`src/rtl/card_clk_pkg.sv`:
```
`timescale 1ns/1ps
package card_clk_pkg;
  localparam int CTRL_W     = 3;
  localparam int CTRL_STOP  = 0;
  localparam int CTRL_START = 1;
  localparam int CTRL_OP    = 2;
endpackage

```
`src/rtl/cck_rst_sync.sv`:
```
`timescale 1ns/1ps
module cck_rst_sync (
  input  logic clk_i,
  input  logic rst_ni,
  output logic rst_sync_no
);
  logic [1:0] sync_q;

  always_ff @(posedge clk_i or negedge rst_ni) begin
    if (!rst_ni) sync_q <= 2'b00;
    else         sync_q <= {sync_q[0], 1'b1};
  end

  assign rst_sync_no = sync_q[1];
endmodule

```
`src/rtl/cck_divider.sv`:
```
`timescale 1ns/1ps
module cck_divider #(
  parameter int CODE_W = 3
) (
  input  logic              clk_i,
  input  logic              rst_ni,
  input  logic              code_we_i,
  input  logic [CODE_W-1:0] code_i,
  input  logic              gate_next_i,
  output logic              wrap_o,
  output logic              phase_o,
  output logic              code_zero_o,
  output logic [CODE_W-1:0] code_o
);
  localparam int CNT_W = (1 << CODE_W) - 1;

  logic [CODE_W-1:0] code_pend_q, code_pend_d;
  logic [CODE_W-1:0] code_q, code_d;
  logic [CNT_W-1:0]  cnt_q, cnt_d;
  logic [CNT_W-1:0]  mask_cur, mask_nxt, half_cur;

  function automatic logic [CNT_W-1:0] term_of(input logic [CODE_W-1:0] c);
    logic [CNT_W:0] t;
    t = ({{CNT_W{1'b0}}, 1'b1} << c) - 1'b1;
    return t[CNT_W-1:0];
  endfunction

  function automatic logic [CNT_W-1:0] half_of(input logic [CODE_W-1:0] c);
    logic [CNT_W:0] t;
    t = ({{CNT_W{1'b0}}, 1'b1} << c) >> 1;
    return t[CNT_W-1:0];
  endfunction

  always_comb begin
    mask_cur    = term_of(code_q);
    half_cur    = half_of(code_q);
    wrap_o      = (cnt_q == mask_cur);
    code_pend_d = code_we_i ? code_i : code_pend_q;
    code_d      = wrap_o ? code_pend_d : code_q;
    mask_nxt    = term_of(code_d);
    if (!gate_next_i)  cnt_d = mask_nxt;
    else if (wrap_o)   cnt_d = '0;
    else               cnt_d = cnt_q + 1'b1;
  end

  always_ff @(posedge clk_i or negedge rst_ni) begin
    if (!rst_ni) begin
      code_pend_q <= '0;
      code_q      <= '0;
      cnt_q       <= '0;
    end else begin
      code_pend_q <= code_pend_d;
      code_q      <= code_d;
      cnt_q       <= cnt_d;
    end
  end

  assign phase_o     = |(cnt_q & half_cur);
  assign code_zero_o = (code_q == '0);
  assign code_o      = code_q;
endmodule

```
`src/rtl/cck_request.sv`:
```
`timescale 1ns/1ps
module cck_request
  import card_clk_pkg::*;
(
  input  logic              clk_i,
  input  logic              rst_ni,
  input  logic              ctrl_we_i,
  input  logic [CTRL_W-1:0] ctrl_i,
  input  logic              wrap_i,
  output logic              gate_o,
  output logic              gate_next_o,
  output logic              op_start_o
);
  logic start_pend_q, start_pend_d;
  logic stop_pend_q, stop_pend_d;
  logic gate_q, gate_d;
  logic op_pend_q, op_pend_d;
  logic op_fire_q, op_fire_d;
  logic start_req, stop_req, op_set, req_wr;

  always_comb begin
    req_wr    = ctrl_we_i && (ctrl_i[CTRL_STOP] || ctrl_i[CTRL_START]);
    stop_req  = req_wr ? ctrl_i[CTRL_STOP] : stop_pend_q;
    start_req = req_wr ? (ctrl_i[CTRL_START] && !ctrl_i[CTRL_STOP]) : start_pend_q;
    op_set    = ctrl_we_i && ctrl_i[CTRL_OP] && ctrl_i[CTRL_START] && !ctrl_i[CTRL_STOP];

    gate_d       = gate_q;
    start_pend_d = start_req;
    stop_pend_d  = stop_req;
    if (wrap_i) begin
      if (stop_req)       gate_d = 1'b0;
      else if (start_req) gate_d = 1'b1;
      start_pend_d = 1'b0;
      stop_pend_d  = 1'b0;
    end

    op_fire_d = op_pend_q && gate_q;
    op_pend_d = op_fire_d ? 1'b0 : (op_pend_q || op_set);
    if (wrap_i && stop_req) op_pend_d = 1'b0;
  end

  always_ff @(posedge clk_i or negedge rst_ni) begin
    if (!rst_ni) begin
      start_pend_q <= 1'b0;
      stop_pend_q  <= 1'b0;
      gate_q       <= 1'b0;
      op_pend_q    <= 1'b0;
      op_fire_q    <= 1'b0;
    end else begin
      start_pend_q <= start_pend_d;
      stop_pend_q  <= stop_pend_d;
      gate_q       <= gate_d;
      op_pend_q    <= op_pend_d;
      op_fire_q    <= op_fire_d;
    end
  end

  assign gate_o      = gate_q;
  assign gate_next_o = gate_d;
  assign op_start_o  = op_fire_q;
endmodule

```
`src/rtl/cck_output.sv`:
```
`timescale 1ns/1ps
module cck_output (
  input  logic clk_i,
  input  logic rst_ni,
  input  logic gate_i,
  input  logic phase_i,
  input  logic code_zero_i,
  output logic card_clk_o,
  output logic running_o
);
  logic gate_lo_q;

  // second copy of the gate, updated while the functional clock is low
  always_ff @(negedge clk_i or negedge rst_ni) begin
    if (!rst_ni) gate_lo_q <= 1'b0;
    else         gate_lo_q <= gate_i;
  end

  always_comb begin
    if (code_zero_i) card_clk_o = clk_i & gate_lo_q;
    else             card_clk_o = gate_i & phase_i;
    running_o = gate_i | gate_lo_q;
  end
endmodule

```
`src/rtl/card_clk_gen.sv`:
```
`timescale 1ns/1ps
module card_clk_gen
  import card_clk_pkg::*;
#(
  parameter int CODE_W = 3
) (
  input  logic              clk_i,
  input  logic              rst_ni,
  input  logic              div_we_i,
  input  logic [CODE_W-1:0] div_code_i,
  input  logic              ctrl_we_i,
  input  logic [CTRL_W-1:0] ctrl_i,
  output logic              card_clk_o,
  output logic              clk_running_o,
  output logic              op_start_o
);
  logic              rst_sync_n;
  logic              wrap_w, phase_w, code_zero_w, gate_w, gate_next_w;
  logic [CODE_W-1:0] code_act_w;

  cck_rst_sync u_rst (
    .clk_i       (clk_i),
    .rst_ni      (rst_ni),
    .rst_sync_no (rst_sync_n)
  );

  cck_divider #(.CODE_W(CODE_W)) u_div (
    .clk_i       (clk_i),
    .rst_ni      (rst_sync_n),
    .code_we_i   (div_we_i),
    .code_i      (div_code_i),
    .gate_next_i (gate_next_w),
    .wrap_o      (wrap_w),
    .phase_o     (phase_w),
    .code_zero_o (code_zero_w),
    .code_o      (code_act_w)
  );

  cck_request u_req (
    .clk_i       (clk_i),
    .rst_ni      (rst_sync_n),
    .ctrl_we_i   (ctrl_we_i),
    .ctrl_i      (ctrl_i),
    .wrap_i      (wrap_w),
    .gate_o      (gate_w),
    .gate_next_o (gate_next_w),
    .op_start_o  (op_start_o)
  );

  cck_output u_out (
    .clk_i       (clk_i),
    .rst_ni      (rst_sync_n),
    .gate_i      (gate_w),
    .phase_i     (phase_w),
    .code_zero_i (code_zero_w),
    .card_clk_o  (card_clk_o),
    .running_o   (clk_running_o)
  );
endmodule

```
`config.mk`:
```
export PLATFORM = sky130hd
export DESIGN_NAME = card_clk_gen
export DESIGN_NICKNAME = d
export VERILOG_FILES = /design/src/rtl/card_clk_pkg.sv /design/src/rtl/cck_rst_sync.sv /design/src/rtl/cck_divider.sv /design/src/rtl/cck_request.sv /design/src/rtl/cck_output.sv /design/src/rtl/card_clk_gen.sv
export SDC_FILE = /design/constraint.sdc
export NUM_CORES = 1
export LEC_CHECK = 0
export ABC_CLOCK_PERIOD_IN_PS = 3800
export BUFFER_PORTS_ARGS = -buffer_cell sky130_fd_sc_hd__clkbuf_2
export CORE_ASPECT_RATIO = 0.75
export CORE_MARGIN = 2
export CORE_UTILIZATION = 25
export CTS_CLUSTER_SIZE = 16
export DETAILED_ROUTE_END_ITERATION = 8
export GPL_ROUTABILITY_DRIVEN = 1
export GPL_TIMING_DRIVEN = 0
export SETUP_SLACK_MARGIN = 0.2
export SLEW_MARGIN = 10
export SYNTH_ARGS = -nofsm -noshare
export SYNTH_HDL_FRONTEND = slang
export SYNTH_SLANG_ARGS = --single-unit
```
`constraint.sdc`:
```
create_clock -name clk_i -period 3.8 [get_ports clk_i]
set_input_delay 0 -clock clk_i [delete_from_list [all_inputs] [get_ports clk_i]]
set_output_delay 0 -clock clk_i [all_outputs]
set_load 0.02 [all_outputs]
```
==> Word-level counts from Yosys, hierarchy flattened <==
Cells that the tools add are included.
{ "totals": {"ff_bits": 21, "latch_bits": 0, "ram_bits": 0, "romBits": 0, "in_bits": 10, "elab_cells": 46, "mem_count": 0} }
{ "classes": {"n_addsub": 3, "mul": 0, "div": 0, "n_lt_le_gt_ge": 0, "eq_ne": 1, "shift": 2, "muxes": 14, "bitwise": 4, "n_reduce_logical": 12} }
{ "ops": {"columns": ["cell", "n"], "rows": [
  ["$mux W7", 2],
  ["$sub A7 B1 Y7 const B", 2],
  ["$mux W1", 10],
  ["$shl A1 B3 Y8 const A", 1],
  ["$add A7 B1 Y7 const B", 1],
  ["$and A7 B7 Y7", 1],
  ["$eq A7 B7 Y1", 1],
  ["$logic_and A1 B1 Y1", 7],
  ["$reduce_or A7 Y1", 1],
  ["$shl A1 B3 Y7 const A", 1],
  ["$mux W3", 2],
  ["$logic_not A3 Y1", 1],
  ["$and A1 B1 Y1", 2],
  ["$logic_or A1 B1 Y1", 2],
  ["$logic_not A1 Y1", 1],
  ["$or A1 B1 Y1", 1]
]} }

==> Depth between registers and ports, before layout <==
{ "logic_depth": {"ltp_word": 7, "ltp_mapped": 19, "mapped_depth_nobuf": 16} }

==> By module <==
From an unflattened synthesis, not the netlist that was laid out.
{ "hier_totals": {"hier_cells": 154, "hier_area_um2": 1437.6} }
{ "modules_own_cells": {"columns": ["module", "n_inst", "cells_per_inst", "area_each_um2", "seq_area_each_um2"], "rows": [
  ["cck_divider", 1, 128, 1127.3, 325.3],
  ["cck_request", 1, 18, 211.5, 125.1],
  ["cck_rst_sync", 1, 3, 53.8, 50.0],
  ["cck_output", 1, 5, 45.0, 25.0]
]} }

==> reports/results.tsv <==
metric	value	unit
endpoint_kind	flop	
min_delay_worst_endpoint	u_div.code_pend_q[1]	
vias	1314	
synth-seq-cells	21	
timing_worst_setup_path_type	reg -> reg	
n_antenna_cell	0	
areaGrowthSynthToFinish	29.7	%
worst-slew-pin-transition	774	ps
firstDrtPassIters	4	
relSlewSlack	48.4	%
irDropWorstVdd	476	uV
status	complete, no violations	
p_int	928	uW
grt_pass1_wl	5.83	mm
grt_max_degree	20	
clk_latency	400	ps
whs	18.7	ps
worstHoldPathType	in -> reg	
worstHoldStart	div_code_i[1]	
r2r-start	u_div.code_o[2]	
port_buffers	11	
reg2reg_depth	18	
grt_pass1_vias	1226	
crit_fanout	10	
p_sw_share	44.2	%
skew	25.2	ps
rows	24	
maxSlewViolCount	0	
final_layout_size_suffix_gt1_share	32.1	%
gr-total-overflow	0	
die_w	92.7	um
die_y	70.5	um
synth_cell_type_count	51	
hold_viol	0	
drc	0	
min_period_over_period	89.8	%
globalplace.congestion	0.833	
crit_required	4090	ps
avgSynthCellArea	9.11	um2
power_frac_comb	60.4	%
cp-start-kind	flop	
track_usage	11.2	%
drv_cap	0	
path_clk_slew	80	ps
synth_top_cell_area_share	33.9	%
period_needed	3410	ps
wire_per_inst	13.0	um
die-area	6540	um2
reg2reg_to	u_div.cnt_q[4]	
netlist_instances	162	
p_per_area	868	nW/um2
dp_hpwl	2.31	mm
ant_nets	0	
arrival	3710	ps
p_switching	734	uW
via_per_inst	4.80	
drt_iter0_markers	99	
setup_violations	0	
synth_seq_area_share	35.6	%
yosys_most_used_dff	dfrtp_1	
fmax	0.293	GHz
cts_tree	done	
coreArea	5770	um2
fin_util	33.2	%
seqPwrFrac	24.6	%
synth_edf_count	0	
yosysWarnings	0	
fin_nets	210	
start_util	25.6	%
synth_area	1480	um2
reg2reg_slack	390	ps
total_leakage_power	0.000772	uW
antenna_found_initial	0	
synth_nets	175	
whs_path_depth	2	
io_pins	13	
ys_top_cells_by_count	20 x dfrtp_1, 20 x nand2_1, 8 x o21ai_0, 8 x o22ai_1	
yosys.area.top_type	dfrtp_1	
power_frac_clock	15.0	%
netlist_top_cells_area	dfrtp_1 34%, nand2_1 5.1%, xor2_1 4.2%	
rsz0062_at_grt	false	
drt-total-wl	3.55	mm
synthArstFlopShare	100	%
[stage by stage]
| step | setup TNS [ps] | setup slack (ps) | power [uW] | cells | area [um2] |
|---|---|---|---|---|---|
| after global routing | 0 | 192 | 1790 | 274 | 1910 |
| after floorplan | 0 | 259 | 1070 | 162 | 1480 |
| final | 0 | 387 | 1660 | 274 | 1910 |
| after CTS | 0 | 201 | 1520 | 266 | 1810 |
| after detailed placement | -595 | -444 | 1250 | 251 | 1630 |
| after global placement | -601 | -417 | 1250 | 251 | 1630 |
[routing by layer]
layer / global-route usage [%] / up-vias / routed length [um]
met1: 16.3 / 631 / 1760
met4: 4.90 / 0 / 36
li1: - / 642 / -
met3: 2.80 / 5 / 161
met2: 15.6 / 36 / 1600
met5: 0 / - / 0
[worst max-delay path by stage]
stage | startpoint | endpoint | slack [ps] | cells past startpoint
2_1_floorplan | u_div.code_o[0] | u_div.cnt_q[4] | 260 | 16
3_3_place_gp | u_div.code_o[1] | u_div.cnt_q[4] | -420 | 16
4_1_cts | u_div.code_o[0] | u_div.cnt_q[4] | 200 | 16
5_1_grt | u_div.code_o[2] | u_div.cnt_q[4] | 190 | 18
3_5_place_dp | u_div.code_o[1] | u_div.cnt_q[4] | -440 | 15
6_report | u_div.code_o[2] | u_div.cnt_q[4] | 390 | 18
[cells in the final DEF, fill, tap and decap left out, types with 2 or more instances in the layout]
master | Yosys | layout
mux2_2 | 4 | 4
mux2i_1 | 3 | 3
nand2b_1 | 7 | 7
dfrtp_1 | 20 | 17
o22ai_1 | 8 | 8
o21ai_0 | 8 | 7
buf_2 | 4 | 4
ha_1 | 3 | 2
xor2_1 | 7 | 7
o211ai_1 | 2 | 2
dfrtp_2 | 0 | 3
buf_4 | 1 | 9
buf_6 | 2 | 4
nand3_1 | 5 | 5
clkbuf_8 | 0 | 6
clkbuf_2 | 0 | 11
o21ai_2 | 2 | 2
nor3b_1 | 3 | 2
or2_2 | 2 | 2
xnor2_1 | 4 | 4
nor2_1 | 7 | 6
nand2_2 | 0 | 2
inv_1 | 7 | 6
o21ai_1 | 1 | 2
nor4_2 | 1 | 2
dlygate4sd3_1 | 0 | 7
nor3_1 | 3 | 3
nand2_1 | 20 | 18
clkbuf_1 | 2 | 2
and3_1 | 2 | 2
a21oi_1 | 7 | 7
[power groups by stage]
stage                     registers, uW  logic [uW]  clock network [uW]
after floorplan                     374         685                13.1
after global placement              400         828                18.5
after detailed placement            400         830                18.5
after CTS                           404         865                 255
after global routing                420        1100                 269
final                               409        1000                 250
[flip-flops by register name, indices dropped and copies added (netlist names)]
| name | cells |
|---|---|
| u_div.code_o | 3 |
| u_req.start_pend_q | 1 |
| u_rst.sync_q | 2 |
| u_req.gate_o | 1 |
| u_req.stop_pend_q | 1 |
| u_req.op_pend_q | 1 |
| u_div.cnt_q | 7 |
| u_out.gate_lo_q | 1 |
| u_req.op_start_o | 1 |
| u_div.code_pend_q | 3 |
[critical path, stage by stage, from the launching register on]
cell,delay (ps)
dfrtp_2,450
nor2_4,170
nand2_2,120
ha_4,200
nor2b_2,160
nor3b_2,160
o311ai_2,370
a31oi_4,150
buf_6,160
buf_6,130
nand2_1,70
o21ai_2,70
nand2_1,70
ha_1,160
buf_6,140
mux4_2,310
o221ai_2,170
o21ai_1,100
o22ai_1,160
[cells by family (layout without fill, tap and decap cells)]
family / count (synthesis) / after routing / synth area share (%)
buffers and inverters: 17 / 51 / 5.94
muxes: 9 / 9 / 7.63
adders and majority gates: 3 / 3 / 2.54
and+or+nand+nor: 61 / 61 / 22.2
DFF: 21 / 21 / 35.6
other: 1 / 1 / 0.254
xor gates and xnor gates: 11 / 11 / 6.53
AOI/OAI and AO/OA: 39 / 39 / 19.3
[repair_timing]
action,in CTS,in global routing
resized for setup,8,13
hold endpoints to repair,5,0
hold buffers,7,0
gates cloned,0,1
buffers inserted,1,7
setup endpoints to repair,3,2
pin swaps,1,4
[layout make-up]
class | count | area, um2
flip-flops and latches | 21 | 529
repair buffers | 26 | 185
plain buffers | 10 | 75.1
clock buffers | 7 | 87.6
well taps | 78 | 97.6
fillers | 596 | 3850
inverters | 7 | 26.3
multi-input cells | 124 | 907
clock inverters | 1 | 5.00
No activity file was read; power rests on OpenSTA's default activity.
